==> src/rtl/rom_stream_port.sv <==
module rom_stream_port #(
  parameter int AW = 24,
  parameter logic [AW-1:0] ROM_SIZE = 'hE00000,
  parameter logic [AW-1:0] BASE_OFFSET = 'h100000
) (
  input  logic          clk,
  input  logic          rst_n,
  input  logic          wr_en,
  input  logic          rd_en,
  input  logic [3:0]    reg_sel,
  input  logic [7:0]    wr_data,
  output logic [7:0]    rd_data,
  output logic          rd_valid,
  output logic [AW-1:0] rom_addr,
  input  logic [7:0]    rom_data
);
  localparam logic signed [AW+1:0] SZS = (AW+2)'(ROM_SIZE);

  typedef enum logic [1:0] {S_IDLE, S_ADDR, S_DATA} st_t;

  st_t          st_q;
  logic         sec_q;
  logic [AW-1:0] ptr_q;
  logic [15:0]  adj_q, step_q;
  logic [7:0]   mode_q;
  logic [4:0]   written_q;
  logic [1:0]   imm_q;

  function automatic logic signed [17:0] ext16(input logic [15:0] v, input logic sg);
    return {sg & v[15], sg & v[15], v};
  endfunction

  function automatic logic signed [17:0] ext8(input logic [7:0] v, input logic sg);
    return {{10{sg & v[7]}}, v};
  endfunction

  function automatic logic [AW-1:0] wrap_add(input logic [AW-1:0] b, input logic signed [17:0] d);
    logic signed [AW+1:0] s;
    s = $signed({2'b00, b}) + $signed({{(AW-16){d[17]}}, d});
    if (s < 0) s = s + SZS;
    else if (s >= SZS) s = s - SZS;
    return s[AW-1:0];
  endfunction

  wire busy = (st_q != S_IDLE);
  wire [AW-1:0] ptr_n = (ptr_q >= ROM_SIZE) ? ptr_q - ROM_SIZE : ptr_q;
  wire signed [17:0] adj_d  = ext16(adj_q, mode_q[3]);
  wire signed [17:0] step_d = mode_q[0] ? ext16(step_q, mode_q[2]) : 18'sd1;
  wire [AW-1:0] sum_addr = wrap_add(ptr_n, adj_d);
  wire [AW-1:0] pri_addr = mode_q[1] ? sum_addr : ptr_n;

  wire        adj_wr = wr_en && !busy && (reg_sel == 4'd3 || reg_sel == 4'd4);
  wire [15:0] adj_w  = (reg_sel == 4'd3) ? {adj_q[15:8], wr_data} : {wr_data, adj_q[7:0]};
  wire [1:0]  imm_w  = imm_q | ((reg_sel == 4'd3) ? 2'b01 : 2'b10);
  wire        imm_on = mode_q[1] && (mode_q[5] ^ mode_q[6]);
  wire signed [17:0] imm_d = mode_q[5] ? ext8(adj_w[7:0], mode_q[3]) : ext16(adj_w, mode_q[3]);

  assign rom_addr = rom_addr_q;
  logic [AW-1:0] rom_addr_q;

  always_ff @(posedge clk) begin
    if (!rst_n) begin
      st_q <= S_IDLE;
      sec_q <= 1'b0;
      ptr_q <= '0;
      adj_q <= '0;
      step_q <= '0;
      mode_q <= '0;
      written_q <= '0;
      imm_q <= '0;
      rd_data <= '0;
      rd_valid <= 1'b0;
      rom_addr_q <= BASE_OFFSET;
    end else begin
      rd_valid <= 1'b0;
      case (st_q)
        S_IDLE: begin
          if (wr_en) begin
            case (reg_sel)
              4'd0: begin ptr_q[7:0]   <= wr_data; written_q[0] <= 1'b1; end
              4'd1: begin ptr_q[15:8]  <= wr_data; written_q[1] <= 1'b1; end
              4'd2: begin ptr_q[23:16] <= wr_data; written_q[2] <= 1'b1; end
              4'd3: written_q[3] <= 1'b1;
              4'd4: written_q[4] <= 1'b1;
              4'd5: step_q[7:0]  <= wr_data;
              4'd6: step_q[15:8] <= wr_data;
              4'd7: if (written_q[4:3] == 2'b11) begin
                mode_q <= wr_data;
                imm_q <= '0;
              end
              default: ;
            endcase
            if (adj_wr) begin
              adj_q <= adj_w;
              if (imm_on) begin
                imm_q <= imm_w;
                if (imm_w == 2'b11 && !mode_q[4]) ptr_q <= wrap_add(ptr_n, imm_d);
              end
            end
          end else if (rd_en) begin
            rd_valid <= 1'b1;
            rd_data <= 8'h00;
            case (reg_sel)
              4'd0: rd_data <= ptr_q[7:0];
              4'd1: rd_data <= ptr_q[15:8];
              4'd2: rd_data <= ptr_q[23:16];
              4'd3: rd_data <= adj_q[7:0];
              4'd4: rd_data <= adj_q[15:8];
              4'd5: rd_data <= step_q[7:0];
              4'd6: rd_data <= step_q[15:8];
              4'd7: rd_data <= mode_q;
              4'd8: if (written_q[2:0] == 3'b111) begin
                rd_valid <= 1'b0;
                sec_q <= 1'b0;
                rom_addr_q <= BASE_OFFSET + pri_addr;
                st_q <= S_ADDR;
              end
              4'd9: if (written_q == 5'h1F) begin
                rd_valid <= 1'b0;
                sec_q <= 1'b1;
                rom_addr_q <= BASE_OFFSET + sum_addr;
                st_q <= S_ADDR;
              end
              default: ;
            endcase
          end
        end
        S_ADDR: st_q <= S_DATA;
        default: begin
          st_q <= S_IDLE;
          rd_data <= rom_data;
          rd_valid <= 1'b1;
          if (!sec_q) begin
            if (mode_q[1]) adj_q <= adj_q + 16'd1;
            else if (mode_q[4]) adj_q <= adj_q + step_d[15:0];
            else ptr_q <= wrap_add(ptr_n, step_d);
          end else if (mode_q[5] && mode_q[6]) begin
            if (mode_q[4]) adj_q <= {adj_q[14:0], 1'b0};
            else ptr_q <= sum_addr;
          end
        end
      endcase
    end
  end
endmodule

==> config.mk <==
export PLATFORM = sky130hd
export DESIGN_NAME = rom_stream_port
export DESIGN_NICKNAME = d
export VERILOG_FILES = /design/src/rtl/rom_stream_port.sv
export SDC_FILE = /design/constraint.sdc
export NUM_CORES = 1
export LEC_CHECK = 0
export BUFFER_PORTS_ARGS = -buffer_cell sky130_fd_sc_hd__buf_2
export CORE_UTILIZATION = 25
export CTS_BUF_LIST = sky130_fd_sc_hd__clkbuf_8
export CTS_CLUSTER_SIZE = 25
export DETAILED_ROUTE_END_ITERATION = 7
export GPL_TIMING_DRIVEN = 0
export PLACE_DENSITY = 0.47
export SLEW_MARGIN = 25
export SYNTH_ARGS = -nofsm -noshare
export SYNTH_HDL_FRONTEND = slang
export SYNTH_SLANG_ARGS = --single-unit
==> constraint.sdc <==
create_clock -name clk -period 11.7 [get_ports clk]
set_clock_uncertainty 0.05 [all_clocks]
set_input_delay 3.51 -clock clk [delete_from_list [all_inputs] [get_ports clk]]
set_output_delay 3.51 -clock clk [all_outputs]
set_load 0.02 [all_outputs]
**Word-level counts from Yosys, hierarchy flattened**

Index checks and enable logic that the tools add are counted.

- Add/sub/neg operators: 14
- $lt $le $gt $ge: 7
- Equal/unequal tests: 27
- Muxes and demuxes: 59
- Bitwise gates (word level): 8
- Reductions and logical operators: 27

Operator list:

| cell | number |
|---|---|
| $mux W24 | 19 |
| $mux W16 | 8 |
| $pmux W24 S2 | 2 |
| $ge A26 B25 Y1 const B | 3 |
| $lt A26 B1 Y1 const B | 3 |
| $add A24 B22 Y24 const B | 3 |
| $sub A24 B22 Y24 const B | 3 |
| $pmux W8 S8 | 1 |
| $add A25 B18 Y26 | 2 |
| $add A21 B24 Y24 const A | 2 |
| $mux W8 | 5 |
| $mux W18 | 2 |
| $pmux W16 S2 | 1 |
| $add A25 B17 Y26 | 1 |
| $ge A24 B24 Y1 const B | 1 |
| $reduce_and A3 Y1 | 8 |
| $sub A24 B24 Y24 const B | 1 |
| $mux W2 | 9 |
| $add A16 B1 Y16 const B | 1 |
| $add A16 B16 Y16 | 1 |
| $eq A4 B3 Y1 const B | 4 |
| $pmux W8 S2 | 1 |
| $ne A2 B2 Y1 const B | 6 |
| $reduce_and A6 Y1 | 2 |
| 28 further kinds | 53 |

- Register bits after elaboration: 107
- Input bits: 24
- Output and inout bits: 33
- Logic and storage cells: 158

**Depth between registers and ports, before layout**

Gate-level depths: netlist of run 1.

- Depth after elaboration: 13
- Depth in mapped cells: 22
- Mapped depth without buffers: 19

**Worst setup path before layout of run 1**

Ideal clock, no wire load.

- Path kind: input to register
- Start: input port reg_sel[0]
- End: register ptr_q[23]
- Setup time: 0.135 ns
- Data arrival time: 8.067 ns
- Required time: 11.515 ns
- Setup slack: 3.447 ns
- Stages on the path: 20
- Path buffers: 4
- Path through: clkbuf_1 > nand2_1 > nor3_2 > clkbuf_1 > clkbuf_1 > buf_1 > mux2i_1 > a21oi_1 > ha_1 > and4_1 > a221oi_1 > o21ai_0 > o21ai_0 > a21oi_1 > or2_2 > a211o_1 > nor2b_1 > or4b_1 > nand4_1 > o211ai_1

- Word-level cells in the longest chain between the ends: 13
- Elaborated cells between the ends (all ways): 26
- Classes of those cells: 3 x add/sub; 2 x order compare; 4 x eq/ne; 11 x mux; 3 x bitwise; 3 x reduce/logical

RTL lines:

| element | RTL line | source |
|---|---|---|
| start, declared | 10 | `input logic [3:0] reg_sel,` |
| $eq A4 B2 Y1 | 52, 53, 54 |  |
| $mux W16 | 53 | `wire [15:0] adj_w = (reg_sel == 4'd3) ? {adj_q[15:8], wr_data} : {wr_data, adj_q[7:0]};` |
| $and A1 B1 Y1 (on tied branches) | 34, 30 |  |
| $mux W18 | 56 | `wire signed [17:0] imm_d = mode_q[5] ? ext8(adj_w[7:0], mode_q[3]) : ext16(adj_w, mode_q[3]);` |
| $add A25 B18 Y26 | 39 | `s = $signed({2'b00, b}) + $signed({{(AW-16){d[17]}}, d});` |
| $sub A24 B22 Y24 / $ge A26 B25 Y1 (equally long branches) | 41 | `else if (s >= SZS) s = s - SZS;` |
| $mux W24 | 41 |  |
| $mux W24 | 40 | `if (s < 0) s = s + SZS;` |
| $mux W24 | 97 | `if (imm_w == 2'b11 && !mode_q[4]) ptr_q <= wrap_add(ptr_n, imm_d);` |
| $mux W24 | 95 | `if (imm_on) begin` |
| $mux W24 * | 93 | `if (adj_wr) begin` |
| $mux W24 * | 78 | `if (wr_en) begin` |
| $pmux W24 S2 * | 76 | `case (st_q)` |
| end signal, assigned | 97 |  |
| end signal, assigned | 136 | `else ptr_q <= wrap_add(ptr_n, step_d);` |
| end signal, assigned | 139 | `else ptr_q <= sum_addr;` |
| end, declared | 23 | `logic [AW-1:0] ptr_q;` |

Mark *: on every way between the ends. The rest lies on a longest branch, timed or not. The select of a mux whose other input is x is not followed.
A chain may end at the register's enable or synchronous reset.

**Worst setup path after layout of run 1**

Same ends and word-level chain as after synthesis.

==> results of run 1 <==
-- placed cells by master (no fill, tap or decap), drive strengths merged, types with 48 or more instances in the layout --
cell and count:
a21oi 175, nand2 170, nor2 146, dfxtp 107, ha 100, clkbuf 87, o21ai 61, buf 59
inv 48
-- per-layer routing --
metal	routed length [um]	global-route usage [%]
met5	0	0
met4	2800	12.3
met3	3330	2.89
met2	23700	36.0
met1	23300	29.8
-- stage by stage --
stage,utilization (%),total power [uW]
after floorplan,-,447
after global placement,27.6,491
after detailed placement,27.7,492
after CTS,28.2,771
after global routing,28.2,792
final,28.2,767
-- power by group through the flow --
stage	logic [uW]	registers (uW)	clock network (uW)
final	108	377	282
after global routing	116	378	298
after CTS	107	377	287
after detailed placement	106	385	0
after global placement	106	385	0
after floorplan	66.7	380	0
-- cells in the mapped netlist, types with 7 or more instances --
cell      count
mux2_2       11
inv_1        45
nand2b_1     18
nand3_1      41
ha_1        100
xor2_1       28
a311oi_1     25
o21a_1       13
or2_2         7
clkbuf_1     76
dfxtp_1     107
nor3_1       33
nor2_1      146
and3_1       13
o21bai_1     13
a21oi_1     172
o211ai_1     37
nor2b_1      20
mux2i_1      43
a31oi_1      16
and2_1       34
or3_1         8
nand2_1     168
a21o_1       43
a211oi_1     43
a221oi_1     14
a22o_1       12
a211o_1       7
o31ai_1       8
o21ai_0      57
nand4_1      11
xnor2_1      46
a22oi_1      10
-- worst max path at each step --
stage | from | endpoint | slack [ns] | depth (start not counted)
floorplan | reg_sel[0] | ptr_q[23] | 3.45 | 20
global placement | reg_sel[0] | ptr_q[23] | 1.87 | 20
detailed placement | reg_sel[0] | ptr_q[23] | 1.86 | 20
CTS | reg_sel[0] | ptr_q[23] | 2.34 | 20
global route | reg_sel[0] | ptr_q[23] | 1.92 | 20
finish | reg_sel[0] | ptr_q[23] | 2.09 | 20
-- logic make-up (layout without fill, tap and decap cells) --
logic type | count (synthesis) | in the layout | synth area share, %
AND/OR/NAND/NOR | 529 | 529 | 22.1
multiplexers | 54 | 54 | 4.91
flip-flops | 107 | 107 | 19.0
buffers and inverters | 137 | 200 | 4.83
AO/OA/AOI/OAI | 532 | 532 | 31.6
XOR/XNOR | 74 | 74 | 5.74
adder cells (fa/ha/maj) | 104 | 104 | 11.8
other | 0 | 1 | 0
-- critical path: stages --
cell and delay, ns:
clkbuf_1 0.28, nand2_1 0.14, nor3_2 0.60, clkbuf_1 0.56
clkbuf_1 0.55, buf_1 0.68, mux2i_1 0.26, a21oi_1 0.13
ha_1 0.39, and4_1 0.26, a221oi_1 0.26, o21ai_0 0.24
o21ai_0 0.34, a21oi_1 0.19, or2_2 0.32, a211o_1 0.36
nor2b_1 0.19, or4b_1 0.44, nand4_1 0.11, o211ai_1 0.08
-- flip-flops by register name, summed over array words and instances (netlist names) --
name       cells
ptr_q         24
rom_addr      24
adj_q         16
step_q        16
mode_q         8
rd_data        8
written_q      5
imm_q          2
st_q           2
rd_valid       1
sec_q          1
-- final cells by class --
| cell class | count | share of cell area, % |
|---|---|---|
| Buffer | 90 | 2.95 |
| Clock inverter | 7 | 0.790 |
| Inverter | 47 | 1.41 |
| Sequential cell | 107 | 17.1 |
| Tap cell | 592 | 5.92 |
| Multi-Input combinational cell | 1293 | 68.9 |
| Timing Repair Buffer | 47 | 1.90 |
| Antenna cell | 1 | 0.0200 |
| Clock buffer | 9 | 0.990 |
==> summary.md, run 1 <==
| Metric | Value |
|---|---|
| Status | `completed` |
| Worst slack at placement | `between 1.5 and 2 ns` |
| Max Fclk | `roughly 0.10 GHz` |
| WHS Endpoint | `rom_addr[22]` |
| Layout Cells excl Fill | `between 2000 and 2500` |
| Pin count of the biggest net entering global routing | `19` |
| Postcts setup bufs | `0` |
| Tmin final | `just under 10 ns` |
| H-tree Lvls | `3` |
| Avg Cell Area, Syn | `between 7 and 8 um^2` |
| Reg2Reg Depth | `16` |
| Gr usage total | `roughly 23%` |
| Reg power frac | `between 40% and 50%` |
| Crit end category | `flip-flop` |
| Crit share post-route | `between 80 and 90%` |
| Die span in x | `roughly 210 um` |
| Switch share | `between 30% and 40%` |
| Cells after Synth | `1537` |
| Initial Utilization | `~25%` |
| Syn_nets | `1665` |
| Routed len/inst | `24.2 um` |
| Min-delay worst type | `reg2reg` |
| Setup TNS | `0 ns` |
| R2r startpoint | `mode_q[5]` |
| Number of nets with antenna violations after routing | `0` |
| CTS sink cnt | `107` |
| Reg-to-reg slack, setup | `around 6.6 ns` |
| Clock power share | `between 30% and 40%` |
| Filler cell count | `4868` |
| Worst-margin pin slew | `about 1.1 ns` |
| VDD IR-drop max | `about 0.00004 V` |
| Mapped Area | `between 0.01 and 0.015 mm^2` |
| Yosys top cell area share | `19.0%` |
| Final instance area | `between 0.01 and 0.015 mm^2` |
| Cell taking the most area after synthesis | `dfxtp_1` |
| Startpoint types | `input port` |
| Number of global-route vias before repair | `approximately 11000` |
| Reg2Reg Capture Point | `ptr_q[23]` |
| WP data arrival | `between 9 and 10 ns` |
| Drt first pass iters | `5` |
| Sw Pwr | `around 250 uW` |
| GPL Wtd Cong | `0.994` |
| Reg area | `approximately 0.0021 mm^2` |
| Slew headroom | `slightly below 30%` |
| Worst skew pair latency | `between 0.4 and 0.5 ns` |
| Layout Area Growth over Synthesis | `10.8%` |
| WL final | `between 50000 and 60000 um` |
| Root Driver | `clkbuf_8` |
| Final Hold Fails | `0` |
| Initial antenna violation count | `3` |
| Number of enable flip-flop cells after synthesis | `0` |
| Placed Cells | `roughly 2200` |
| Internal power | `521 uW` |
| Worst Path Required | `11.99 ns` |
| Die height | `214 um` |
| RSZ-0062 raised after global routing | `false` |
| Area occupied by multi-input gates | `~0.0086 mm^2` |
| Leak Pwr | `a little under 0.005 uW` |
| Hold Path Stages | `2` |
| DP HPWL | `approximately 42000 um` |
| Core area | `0.0444 mm^2` |
| Port bufs | `45` |
| # IOs | `between 50 and 60` |
| Power share of the combinational group | `between 10% and 20%` |
| Via count | `approximately 12000` |
| Async SR Flop Fraction | `0%` |
| Yosys synthesis warning count | `0` |
| Initial DRC Count | `1225` |
| Most area-consuming cells after synthesis | `dfxtp_1, ha_1, a21oi_1, nand2_1, nor2_1` |
| CTS tree | `yes` |
| Hold buffers post-CTS | `0` |
| Clk slew on worst S/H paths | `~0.12 ns` |
| Die ar. | `between 0.04 and 0.05 mm^2` |
| Final WS setup | `roughly 2.1 ns` |
| Final nets | `around 1700` |
| CTS buffer count | `9` |
| Layout cell share with drive strength beyond 1 | `7.44%` |
| Max cap viols | `0` |
| PostCTS Resize Cnt | `0` |
| Routed vias/inst | `~5.6` |
| Finish-stage setup viols | `0` |
| Worst hold start | `rom_addr[22]` |
| Number of buffers on the longest clock path | `2` |
| Yosys cell types | `87` |
| Primary FF master, synth | `dfxtp_1` |
| CP max FO | `10` |
| Core Rows | `77` |
| PD cells | `61.4 mW/mm^2` |
| DP Area | `about 0.012 mm^2` |
| Hold_ws | `roughly 0.43 ns` |
| Slew Limit Fails | `0` |
| DRC | `0` |
| Number of synthesized register bits | `~110` |
| GRT Residual Overflow | `0` |
| Post-synthesis sequential area ratio | `approximately a fifth` |
| First-pass GRT wire length | `about 78000 um` |
| WS Path Type | `in2reg` |
Power figures use the tool's default switching activity.
==> inputs of run 2 (changes only) <==
--- a/config.mk
+++ b/config.mk
@@ -11,7 +11,7 @@
 export CTS_CLUSTER_SIZE = 25
 export DETAILED_ROUTE_END_ITERATION = 7
 export GPL_TIMING_DRIVEN = 0
-export PLACE_DENSITY = 0.47
+export PLACE_DENSITY = 0.49
 export SLEW_MARGIN = 25
 export SYNTH_ARGS = -nofsm -noshare
 export SYNTH_HDL_FRONTEND = slang
==> constraint.sdc (replaced) <==
create_clock -name clk -period 8.4 [get_ports clk]
set_clock_uncertainty 0.05 [all_clocks]
set_input_delay 2.52 -clock clk [delete_from_list [all_inputs] [get_ports clk]]
set_output_delay 2.52 -clock clk [all_outputs]
set_load 0.02 [all_outputs]
==> run 2 against run 1 <==
Against the previous run:
- non-clock buffer count down 3
- first-iteration DRC count shrank 16%
- routed wire length barely moved
- flip-flop and latch count unchanged
- global-route usage about the same
- register-to-register slack got worse by 3.4 ns
- final cell count down 0.14%
- largest power group unchanged
- clock power grew 27%
- sequential share of layout area hardly changed
- combinational power increased by 40%
==> summary.md, run 2 (synthesized netlist as in run 1, its figures left out) <==
| Metric | Value |
|---|---|
| Most frequent cells in the layout | `a21oi_1, nand2_1, nor2_1` |
| Hold_ws | `0.439 ns (+0.00593 ns)` |
| Leak Pwr | `0.00494 uW (-0.26%)` |
| Cells along the critical path | `clkbuf_1 > nand2_1 > nor3_4 > clkbuf_2 > o21ai_0 > ha_1 > fa_1 > a211oi_2 > o211ai_1 > a31oi_1 > a21o_1 > a21oi_1 > o21a_1 > o311ai_1 > inv_1 > ha_1 > mux2_2 > a2bb2oi_1 > nand4_1 > o211ai_1` |
| Slew headroom | `24.8% (-4.7 points)` |
| Initial Utilization | `25.4% (unchanged)` |
| WP data arrival | `7.99 ns (-1.91 ns)` |
| Core Rows | `77 (unchanged)` |
| Worst Path Required | `8.70 ns (-3.29 ns)` |
| R2r startpoint | `adj_q[15]` |
| Crit end category | `flip-flop` |
| Routed vias/inst | `5.62 (about the same)` |
| Crit share post-route | `between 90% and 100%` |
| CTS tree | `yes` |
| WS Path Type | `in2reg` |
| Die height | `214 um (unchanged)` |
| PostCTS Resize Cnt | `1 (+1)` |
| Worst-margin pin slew | `1.13 ns (+0.0712 ns)` |
| Pin count of the biggest net entering global routing | `20 (+1)` |
| Finish-stage setup viols | `0 (unchanged)` |
| VDD IR-drop max | `0.0000700 V (+78%)` |
| Drt first pass iters | `5 (unchanged)` |
| Tmin final | `slightly below 8 ns` |
| Commonest non-fill, non-tap cell in the layout | `a21oi_1` |
| Worst skew pair latency | `0.47 ns (about the same)` |
| Layout Area Growth over Synthesis | `10.6%` |
| Status | `completed` |
| Number of global-route vias before repair | `11554 (+1.2%)` |
| Worst slack at placement | `-0.562 ns (-2.43 ns)` |
| Reg-to-reg slack, setup | `3.26 ns (-3.36 ns)` |
| Core area | `0.0444 mm^2 (unchanged)` |
| GPL Wtd Cong | `0.995 (about the same)` |
| Final nets | `1720 (-0.17%)` |
| Clk slew on worst S/H paths | `0.12 ns (about the same)` |
| Layout cell share with drive strength beyond 1 | `7.51% (+0.077 points)` |
| WHS Endpoint | `rom_addr[23]` |
| GRT Residual Overflow | `0 (unchanged)` |
| # IOs | `57 (unchanged)` |
| RSZ-0062 raised after global routing | `false` |
| DP HPWL | `42000 um (about the same)` |
| Startpoint types | `input port` |
| WL met3 | `3370 um (+1.1%)` |
| WL final | `53100 um (about the same)` |
| Hold buffers post-CTS | `0 (unchanged)` |
| Worst hold start | `rom_addr[23]` |
| Max cap viols | `0 (unchanged)` |
| Routed len/inst | `24.3 um (+0.21%)` |
| Via count | `12307 (-0.24%)` |
| CP max stage cell | `o311ai_1` |
| PD cells | `83.0 mW/mm^2 (+35%)` |
| Worst path max stage delay | `0.58 ns (-0.10 ns)` |
| First-pass GRT wire length | `77900 um (+0.53%)` |
| Min-delay worst type | `reg2reg` |
| Root Driver | `clkbuf_8` |
| Crit path max-delay family | `compound AO/OA/AOI/OAI gates` |
| Slew Limit Fails | `0 (unchanged)` |
| Number of buffers on the longest clock path | `2 (unchanged)` |
| Reg2Reg Capture Point | `rom_addr[23]` |
| Gr usage total | `22.7% (+0.043 points)` |
| H-tree Lvls | `3 (unchanged)` |
| Die span in x | `214 um (unchanged)` |
| Max Fclk | `roughly 0.13 GHz` |
| Initial antenna violation count | `0 (-3)` |
| CP max FO | `19 (+9)` |
| CTS buffer count | `9 (unchanged)` |
| Metal-1 WL | `23600 um (+1.3%)` |
| Total power | `1040 uW (+35%)` |
| Top sig layer | `met4` |
| Number of nets with antenna violations after routing | `0 (unchanged)` |
| CTS sink cnt | `107 (unchanged)` |
| DRC | `0 (unchanged)` |
| Final Hold Fails | `0 (unchanged)` |
| Port bufs | `45 (unchanged)` |
| Reg2Reg Depth | `17 (+1)` |
| Die ar. | `0.0460 mm^2 (unchanged)` |
| WL met2 | `23300 um (-1.7%)` |
| Final WS setup | `0.708 ns (-1.38 ns)` |
| Final Util | `28.1% (-0.073 points)` |
| Postcts setup bufs | `0 (unchanged)` |
| Buf/Inv on CP | `3 (-1)` |
| Hold Path Stages | `2 (unchanged)` |
| Initial DRC Count | `1024 (-16%)` |
run 2: changes by cell type in the layout (fill, tap and decap cells not counted), moves of 2 or more:
cell | previous run | this run
bufinv_16 | 2 | 0
clkbuf_1 | 76 | 74
clkbuf_2 | 1 | 3
clkinv_4 | 1 | 3
run 2: worst max path at each step:
stage / start / endpoint / slack (ns) / cells after the start
global route: reg_sel[0] / ptr_q[23] / 0.32 / 20
floorplan: reg_sel[0] / ptr_q[23] / 1.14 / 20
global placement: reg_sel[0] / ptr_q[23] / -0.57 / 21
detailed placement: reg_sel[0] / ptr_q[23] / -0.56 / 21
CTS: reg_sel[0] / ptr_q[23] / 0.03 / 20
finish: reg_sel[0] / ptr_q[23] / 0.71 / 20
run 2: per-layer routing:
metal	up-vias	track usage (%)
li1	5770	-
met1	5955	30.2
met2	453	35.9
met3	129	3.13
met4	0	11.5
met5	-	0
run 2: final cells by class:
class,count,area [um^2]
Sequential cell,107,2140
Multi-Input combinational cell,1293,8630
Tap cell,592,741
Antenna cell,1,2.50
Timing Repair Buffer,45,225
Fill cell,4954,31900
Clock buffer,10,138
Inverter,47,176
Buffer,89,368
Clock inverter,6,55.1
run 2: worst reg2reg max path, delay by kind of cell, from the launching register on:
kind	cells	cell delay (ns)
AND/OR/NAND/NOR	3	1.01
flip-flops	1	0.36
AO/OA/AOI/OAI	7	1.50
multiplexers	1	0.39
buffers and inverters	4	1.15
adder cells (fa/ha/maj)	2	0.61
run 2: through the flow:
step	setup TNS [ns]	std cells	area, um^2
2_1_floorplan	0	1537	11300
3_3_place_gp	-1.27	2174	12200
3_5_place_dp	-1.25	2174	12300
4_1_cts	0	2190	12500
5_1_grt	0	2189	12500
6_report	0	2190	12500
run 2: power by group:
group          switching (uW)  internal, uW
Combinational             107          44.1
Clock                     235           122
Sequential               15.0           512
Total                     358           678
